<file path="config.mk">
export PLATFORM = sky130hd
export DESIGN_NAME = rjs_audio_rx
export DESIGN_NICKNAME = d
export VERILOG_FILES = /design/src/rtl/rjs_pkg.sv /design/src/rtl/rjs_sync.sv /design/src/rtl/rjs_shift.sv /design/src/rtl/rjs_xfer.sv /design/src/rtl/rjs_framer.sv /design/src/rtl/rjs_audio_rx.sv
export SDC_FILE = /design/constraint.sdc
export NUM_CORES = 1
export LEC_CHECK = 0
export BUFFER_PORTS_ARGS = -buffer_cell sky130_fd_sc_hd__buf_2
export CORE_ASPECT_RATIO = 0.5
export CORE_MARGIN = 1
export CORE_UTILIZATION = 55
export CTS_CLUSTER_DIAMETER = 200
export DETAILED_ROUTE_END_ITERATION = 8
export GPL_ROUTABILITY_DRIVEN = 0
export PLACE_DENSITY = 0.75
export SYNTH_ARGS = -nofsm -noshare
export SYNTH_HDL_FRONTEND = slang
export SYNTH_SLANG_ARGS = --single-unit
</file>
<file path="constraint.sdc">
create_clock -name clk -period 2.36 [get_ports clk]
set_input_delay 0.118 -clock clk [delete_from_list [all_inputs] [get_ports clk]]
set_output_delay 0.118 -clock clk [all_outputs]
set_load 0.1 [all_outputs]
</file>
<file path="src/rtl/rjs_pkg.sv">
package rjs_pkg;

  typedef struct packed {
    logic level;
    logic rise;
    logic fall;
  } edge_t;

  typedef enum logic [1:0] {
    PH_IDLE  = 2'd0,
    PH_ARMED = 2'd1,
    PH_ONE   = 2'd2
  } phase_t;

  localparam int unsigned PIN_BCK  = 0;
  localparam int unsigned PIN_WCK  = 1;
  localparam int unsigned PIN_DAT  = 2;
  localparam int unsigned PIN_MODE = 3;
  localparam int unsigned PIN_CNT  = 4;

endpackage

</file>
<file path="src/rtl/rjs_sync.sv">
module rjs_sync #(
  parameter int unsigned STAGES = 2
) (
  input  logic          clk,
  input  logic          rst,
  input  logic          pin,
  output rjs_pkg::edge_t ev
);
  logic [STAGES-1:0] chain_q;
  logic              prev_q;

  always_ff @(posedge clk) begin
    if (rst) begin
      chain_q <= '0;
      prev_q  <= 1'b0;
    end else begin
      chain_q <= {chain_q[STAGES-2:0], pin};
      prev_q  <= chain_q[STAGES-1];
    end
  end

  always_comb begin
    ev.level = chain_q[STAGES-1];
    ev.rise  = chain_q[STAGES-1] & ~prev_q;
    ev.fall  = ~chain_q[STAGES-1] & prev_q;
  end
endmodule

</file>
<file path="src/rtl/rjs_shift.sv">
module rjs_shift #(
  parameter int unsigned WORD_W = 24
) (
  input  logic              clk,
  input  logic              rst,
  input  logic              shift_en,
  input  logic              bit_in,
  output logic [WORD_W-1:0] sreg
);
  always_ff @(posedge clk) begin
    if (rst) begin
      sreg <= '0;
    end else if (shift_en) begin
      sreg <= {sreg[WORD_W-2:0], bit_in};
    end
  end
endmodule

</file>
<file path="src/rtl/rjs_xfer.sv">
module rjs_xfer #(
  parameter int unsigned WORD_W  = 24,
  parameter int unsigned SHORT_W = 20
) (
  input  logic              clk,
  input  logic              rst,
  input  logic [WORD_W-1:0] sreg,
  input  logic              long_word,
  input  logic              capture,
  input  logic              bck_rise,
  output logic [WORD_W-1:0] sample,
  output logic              valid
);
  import rjs_pkg::*;

  localparam int unsigned EXT_W = WORD_W - SHORT_W;

  logic [WORD_W-1:0] hold_q;
  logic [WORD_W-1:0] narrow_ext;
  phase_t            phase_q;

  assign narrow_ext = {{EXT_W{sreg[SHORT_W-1]}}, sreg[SHORT_W-1:0]};

  always_ff @(posedge clk) begin
    if (rst) begin
      hold_q  <= '0;
      sample  <= '0;
      valid   <= 1'b0;
      phase_q <= PH_IDLE;
    end else begin
      valid <= 1'b0;
      if (capture) begin
        hold_q  <= long_word ? sreg : narrow_ext;
        phase_q <= PH_ARMED;
      end else if (bck_rise) begin
        case (phase_q)
          PH_ARMED: phase_q <= PH_ONE;
          PH_ONE: begin
            sample  <= hold_q;
            valid   <= 1'b1;
            phase_q <= PH_IDLE;
          end
          default: phase_q <= PH_IDLE;
        endcase
      end
    end
  end
endmodule

</file>
<file path="src/rtl/rjs_framer.sv">
module rjs_framer (
  input  logic clk,
  input  logic rst,
  input  logic wck_fall,
  input  logic wck_rise,
  input  logic bck_rise,
  output logic err
);
  logic await_q;

  always_ff @(posedge clk) begin
    if (rst) begin
      await_q <= 1'b0;
      err     <= 1'b0;
    end else begin
      if (wck_fall) begin
        await_q <= 1'b1;
      end else if (bck_rise) begin
        await_q <= 1'b0;
      end
      if (wck_rise && await_q) begin
        err <= 1'b1;
      end
    end
  end
endmodule

</file>
<file path="src/rtl/rjs_audio_rx.sv">
module rjs_audio_rx #(
  parameter int unsigned WORD_W      = 24,
  parameter int unsigned SHORT_W     = 20,
  parameter int unsigned SYNC_STAGES = 2
) (
  input  logic              clk,
  input  logic              rst,
  input  logic              bit_clk_in,
  input  logic              word_clk_in,
  input  logic              data_in,
  input  logic              long_word_in,
  output logic [WORD_W-1:0] sample_out,
  output logic              sample_valid_out,
  output logic              frame_err_out
);
  import rjs_pkg::*;

  logic [PIN_CNT-1:0] pins;
  edge_t              ev [PIN_CNT];
  logic               bck_rise;
  logic               wck_rise;
  logic               wck_fall;
  logic [WORD_W-1:0]  sreg;

  assign pins[PIN_BCK]  = bit_clk_in;
  assign pins[PIN_WCK]  = word_clk_in;
  assign pins[PIN_DAT]  = data_in;
  assign pins[PIN_MODE] = long_word_in;

  for (genvar g = 0; g < PIN_CNT; g++) begin : g_sync
    rjs_sync #(.STAGES(SYNC_STAGES)) u_sync (
      .clk (clk),
      .rst (rst),
      .pin (pins[g]),
      .ev  (ev[g])
    );
  end

  assign bck_rise = ev[PIN_BCK].rise;
  assign wck_rise = ev[PIN_WCK].rise;
  assign wck_fall = ev[PIN_WCK].fall;

  rjs_shift #(.WORD_W(WORD_W)) u_shift (
    .clk      (clk),
    .rst      (rst),
    .shift_en (bck_rise),
    .bit_in   (ev[PIN_DAT].level),
    .sreg     (sreg)
  );

  rjs_xfer #(.WORD_W(WORD_W), .SHORT_W(SHORT_W)) u_xfer (
    .clk       (clk),
    .rst       (rst),
    .sreg      (sreg),
    .long_word (ev[PIN_MODE].level),
    .capture   (wck_fall),
    .bck_rise  (bck_rise),
    .sample    (sample_out),
    .valid     (sample_valid_out)
  );

  rjs_framer u_framer (
    .clk      (clk),
    .rst      (rst),
    .wck_fall (wck_fall),
    .wck_rise (wck_rise),
    .bck_rise (bck_rise),
    .err      (frame_err_out)
  );
endmodule

</file>
==> impl_metrics.py <==
metrics = {
    "run_status": {
        "status": "finished, final reports clean",
    },
    "sta": {
        "tightest_slew_ns": 0.879,
        "period_minus_slack_ns": 1.56,
        "finalCritPeriodShare_pct": 66.1,
        "hold_ws_ns": 0.00653,
        "final.setup.tns_ns": 0,
        "setup_viol": 0,
        "rsz0062_at_grt": "no",
        "max_freq_ghz": 0.641,
        "timing_hold_violations_final": 0,
        "slew_viol_final": 0,
        "clock_skew_ns": 0.00632,
        "relSlewSlack_pct": 41.4,
    },
    "drt": {
        "ant_nets": 0,
        "post_drt_via_cell_ratio": 5.00,
        "vias": 2272,
        "wirelength_microns": 5810,
        "wire_per_inst_microns": 12.8,
        "post-route-drc-count": 0,
        "initialDrtViolationCount": 129,
        "firstDrtPassIters": 4,
    },
    "worst_setup_path": {
        "cp_slowest_stage_delay_ns": 0.43,
        "path_delay_family": "simple AND/OR/NAND/NOR gates",
        "crit_slowest_cell": "buf_4",
        "r2r_start": "g_sync[0].u_sync.prev_q$_SDFF_PP0_",
        "r2r_slack_ns": 0.80,
        "end_kind": "flip-flop",
        "critPathKind": "reg2reg",
        "cp_data_required_time_ns": 2.61,
        "start_kind": "flip-flop",
        "crit_chain": "nand2b_1, nor4b_4, buf_4, mux2i_1",
        "r2r-end": "u_xfer.sample[11]$_SDFFE_PP0P_",
        "path_max_fanout": 25,
        "ff2ff_path_depth": 4,
        "worst-path-buf-inv": 1,
        "cp.arrival_ns": 1.81,
    },
    "synth": {
        "synthDominantCellAreaShare_pct": 53.7,
        "muxShareOfSynthArea_pct": 7.49,
        "synth_edf_count": 0,
        "synth_fp_nets": 360,
        "synth_fa_ha_area_share_pct": 0,
        "ys_warn_count": 0,
        "synthSimpleGateAreaFrac_pct": 25.4,
        "synthDistinctLibCells": 18,
        "synthXorXnorAreaFrac_pct": 0,
        "synthTopCellsByArea": "dfxtp_1, nand2_1, nand2b_1, mux2i_1, a21oi_1",
        "yosysTopAreaCell": "dfxtp_1",
        "synth_top_family_by_area": "simple AND/OR/NAND/NOR gates",
        "synthCells": 354,
        "async_reset_ff_share_pct": 0,
        "synth_ff_type": "dfxtp_1",
        "synth_commonest_cells": "nand2_1, dfxtp_1, nand2b_1",
        "post_synth.cell_area_avg_sq_um": 9.06,
        "yosysMostFrequentCell": "nand2_1",
        "synth-seq-cells": 86,
        "synth-compound-area-share_pct": 8.31,
        "synth_area_sq_um": 3210,
        "yosysSeqAreaShare_pct": 53.7,
    },
    "final_layout": {
        "fin_area_sq_um": 3680,
        "antenna_cells": 0,
        "areaGrowthSynthToFinish_pct": 14.8,
        "fillerInstances": 437,
        "final_net_count": 383,
        "drive_gt1_share_pct": 13.9,
    },
    "place": {
        "dpl_cell_area_sq_um": 3350,
        "port_buffers": 31,
        "place_hpwl_microns": 3500,
    },
    "floorplan": {
        "die_w_microns": 110,
        "io_pins": 32,
        "die_h_microns": 56.0,
        "die-area_sq_um": 6160,
        "row_count": 19,
        "initial_core_util_pct": 57.9,
        "coreArea_sq_um": 5540,
    },
    "grt": {
        "grt_pass1_vias": 2125,
        "grt_pass1_wl_microns": 9720,
        "grt_usage_pct": 21.5,
        "met3_usage_pct": 8.43,
        "top_usage_layer": "met2",
        "use_met1_pct": 25.0,
        "antenna_found_initial": 0,
        "grt_max_degree": 66,
        "grt.overflow.total": 0,
        "grtUsageMet2_pct": 35.5,
    },
    "clock_network": {
        "post-cts-setup-buffers": 0,
        "h-tree-depth": 3,
        "numCtsBuffers": 9,
        "worstSkewPairLatency_ns": 0.33,
        "clock_sinks": 86,
        "cts_max_path_buffers": 2,
        "tritoncts": "done",
        "cts.clk_slew.worst_paths_ns": 0.06,
        "clockRootBuffer": "clkbuf_16",
    },
    "power_and_ir_drop": {
        "ir_drop_uv": 405,
        "p_switching_w": 0.000580,
        "p_comb_share_pct": 2.7,
        "clkPwrFrac_pct": 48.2,
        "sw_frac_of_total_pct": 19.4,
        "internal-power_w": 0.00241,
        "power.density_nw_per_um2": 812,
        "p_leak_nw": 1.29,
        "seq_power_share_pct": 49.1,
    },
    "run": {
        "maxCapViolCount": 0,
    },
    "worst_hold_path": {
        "hold_class": "in2reg",
        "whs_path_depth": 2,
        "min_from": "bit_clk_in",
        "min_to": "g_sync[0].u_sync.chain_q[0]$_SDFF_PP0_",
    },
}
==> power by group through the flow <==
stage	logic, W	registers [W]	clock network, W
3_3_place_gp	0.0000753	0.00150	0
3_5_place_dp	0.0000762	0.00150	0
4_1_cts	0.0000801	0.00147	0.00146
6_report	0.0000794	0.00147	0.00144
2_1_floorplan	0.0000613	0.00150	0
5_1_grt	0.0000875	0.00147	0.00154
==> worst max-delay path by stage <==
stage                                            from                              to  slack (ns)  cells after the start
2_1_floorplan      g_sync[0].u_sync.prev_q$_SDFF_PP0_  u_xfer.sample[10]$_SDFFE_PP0P_        1.01                      6
4_1_cts            g_sync[0].u_sync.prev_q$_SDFF_PP0_  u_xfer.sample[11]$_SDFFE_PP0P_        0.80                      4
3_5_place_dp       g_sync[0].u_sync.prev_q$_SDFF_PP0_  u_xfer.sample[11]$_SDFFE_PP0P_        0.80                      4
3_3_place_gp   g_sync[1].u_sync.chain_q[1]$_SDFF_PP0_  u_xfer.hold_q[23]$_SDFFE_PP0P_        0.86                      3
6_report           g_sync[0].u_sync.prev_q$_SDFF_PP0_  u_xfer.sample[11]$_SDFFE_PP0P_        0.80                      4
5_1_grt        g_sync[1].u_sync.chain_q[1]$_SDFF_PP0_  u_xfer.hold_q[20]$_SDFFE_PP0P_        0.68                      3
==> placed cells by master, fill, tap and decap left out <==
cell / instances
nand2_1: 88
dfxtp_1: 86
nand2b_1: 50
a21oi_1: 46
buf_2: 31
mux2i_1: 24
nor2b_1: 12
clkbuf_16: 9
nor2_1: 6
nor3_1: 5
a211oi_1: 4
buf_4: 4
clkinv_2: 3
dlygate4sd3_1: 3
bufinv_16: 2
and2b_1: 1
nor2b_2: 1
nor4b_4: 1
and4bb_2: 1
inv_1: 1
a31oi_1: 1
clkbuf_1: 1
buf_12: 1
==> registers in the layout (all words and copies together), names as in the netlist <==
signal and flops:
g_sync.u_sync.chain_q 8, g_sync.u_sync.prev_q 2, u_framer.await_q 1, u_framer.err 1, u_shift.sreg 24, u_xfer.hold_q 24, u_xfer.phase_q 1, u_xfer.sample 24
u_xfer.valid 1
==> area by class of cell <==
| type | count | area (sq um) | share of cell area (%) |
|---|---|---|---|
| sequential | 86 | 1720 | 46.8 |
| multi-input combinational | 240 | 1330 | 36.0 |
| timing repair buffer | 39 | 235 | 6.39 |
| clock buffer | 10 | 229 | 6.22 |
| tap | 73 | 91.3 | 2.48 |
| clock inverter | 5 | 75.1 | 2.04 |
| inverter | 1 | 3.75 | 0.102 |
==> stage by stage <==
stage	instances	power [W]	utilization (%)	setup slack [ns]
4_1_cts	454	0.00301	66.5	0.796
5_1_grt	454	0.00309	66.5	0.680
3_5_place_dp	436	0.00158	60.4	0.805
2_1_floorplan	354	0.00156	-	1.01
3_3_place_gp	436	0.00158	60.4	0.859
6_report	454	0.00299	66.5	0.801
==> timing repair <==
item	in CTS	in global routing
hold endpoints to repair	3	0
hold buffers	3	0
resized for setup	0	0
==> per-layer routing <==
metal / part of all wire [%] / wire (microns)
met1: 46 / 2680
met2: 49 / 2840
met3: 3.8 / 220
met4: 1.1 / 65
met5: 0 / 0
==> worst register-to-register path: stages, from the launching register on <==
cell,delay (ns)
dfxtp_1,0.32
nand2b_1,0.18
nor4b_4,0.25
buf_4,0.43
mux2i_1,0.29
==> kinds of logic (layout without fill, tap and decap cells) <==
| logic type | Yosys count | after routing |
|---|---|---|
| simple gates | 165 | 165 |
| flops | 86 | 86 |
| mux | 24 | 24 |
| compound gates | 51 | 51 |
| buf+inv | 28 | 55 |
Note: power is estimated with default switching activity, not from simulation.
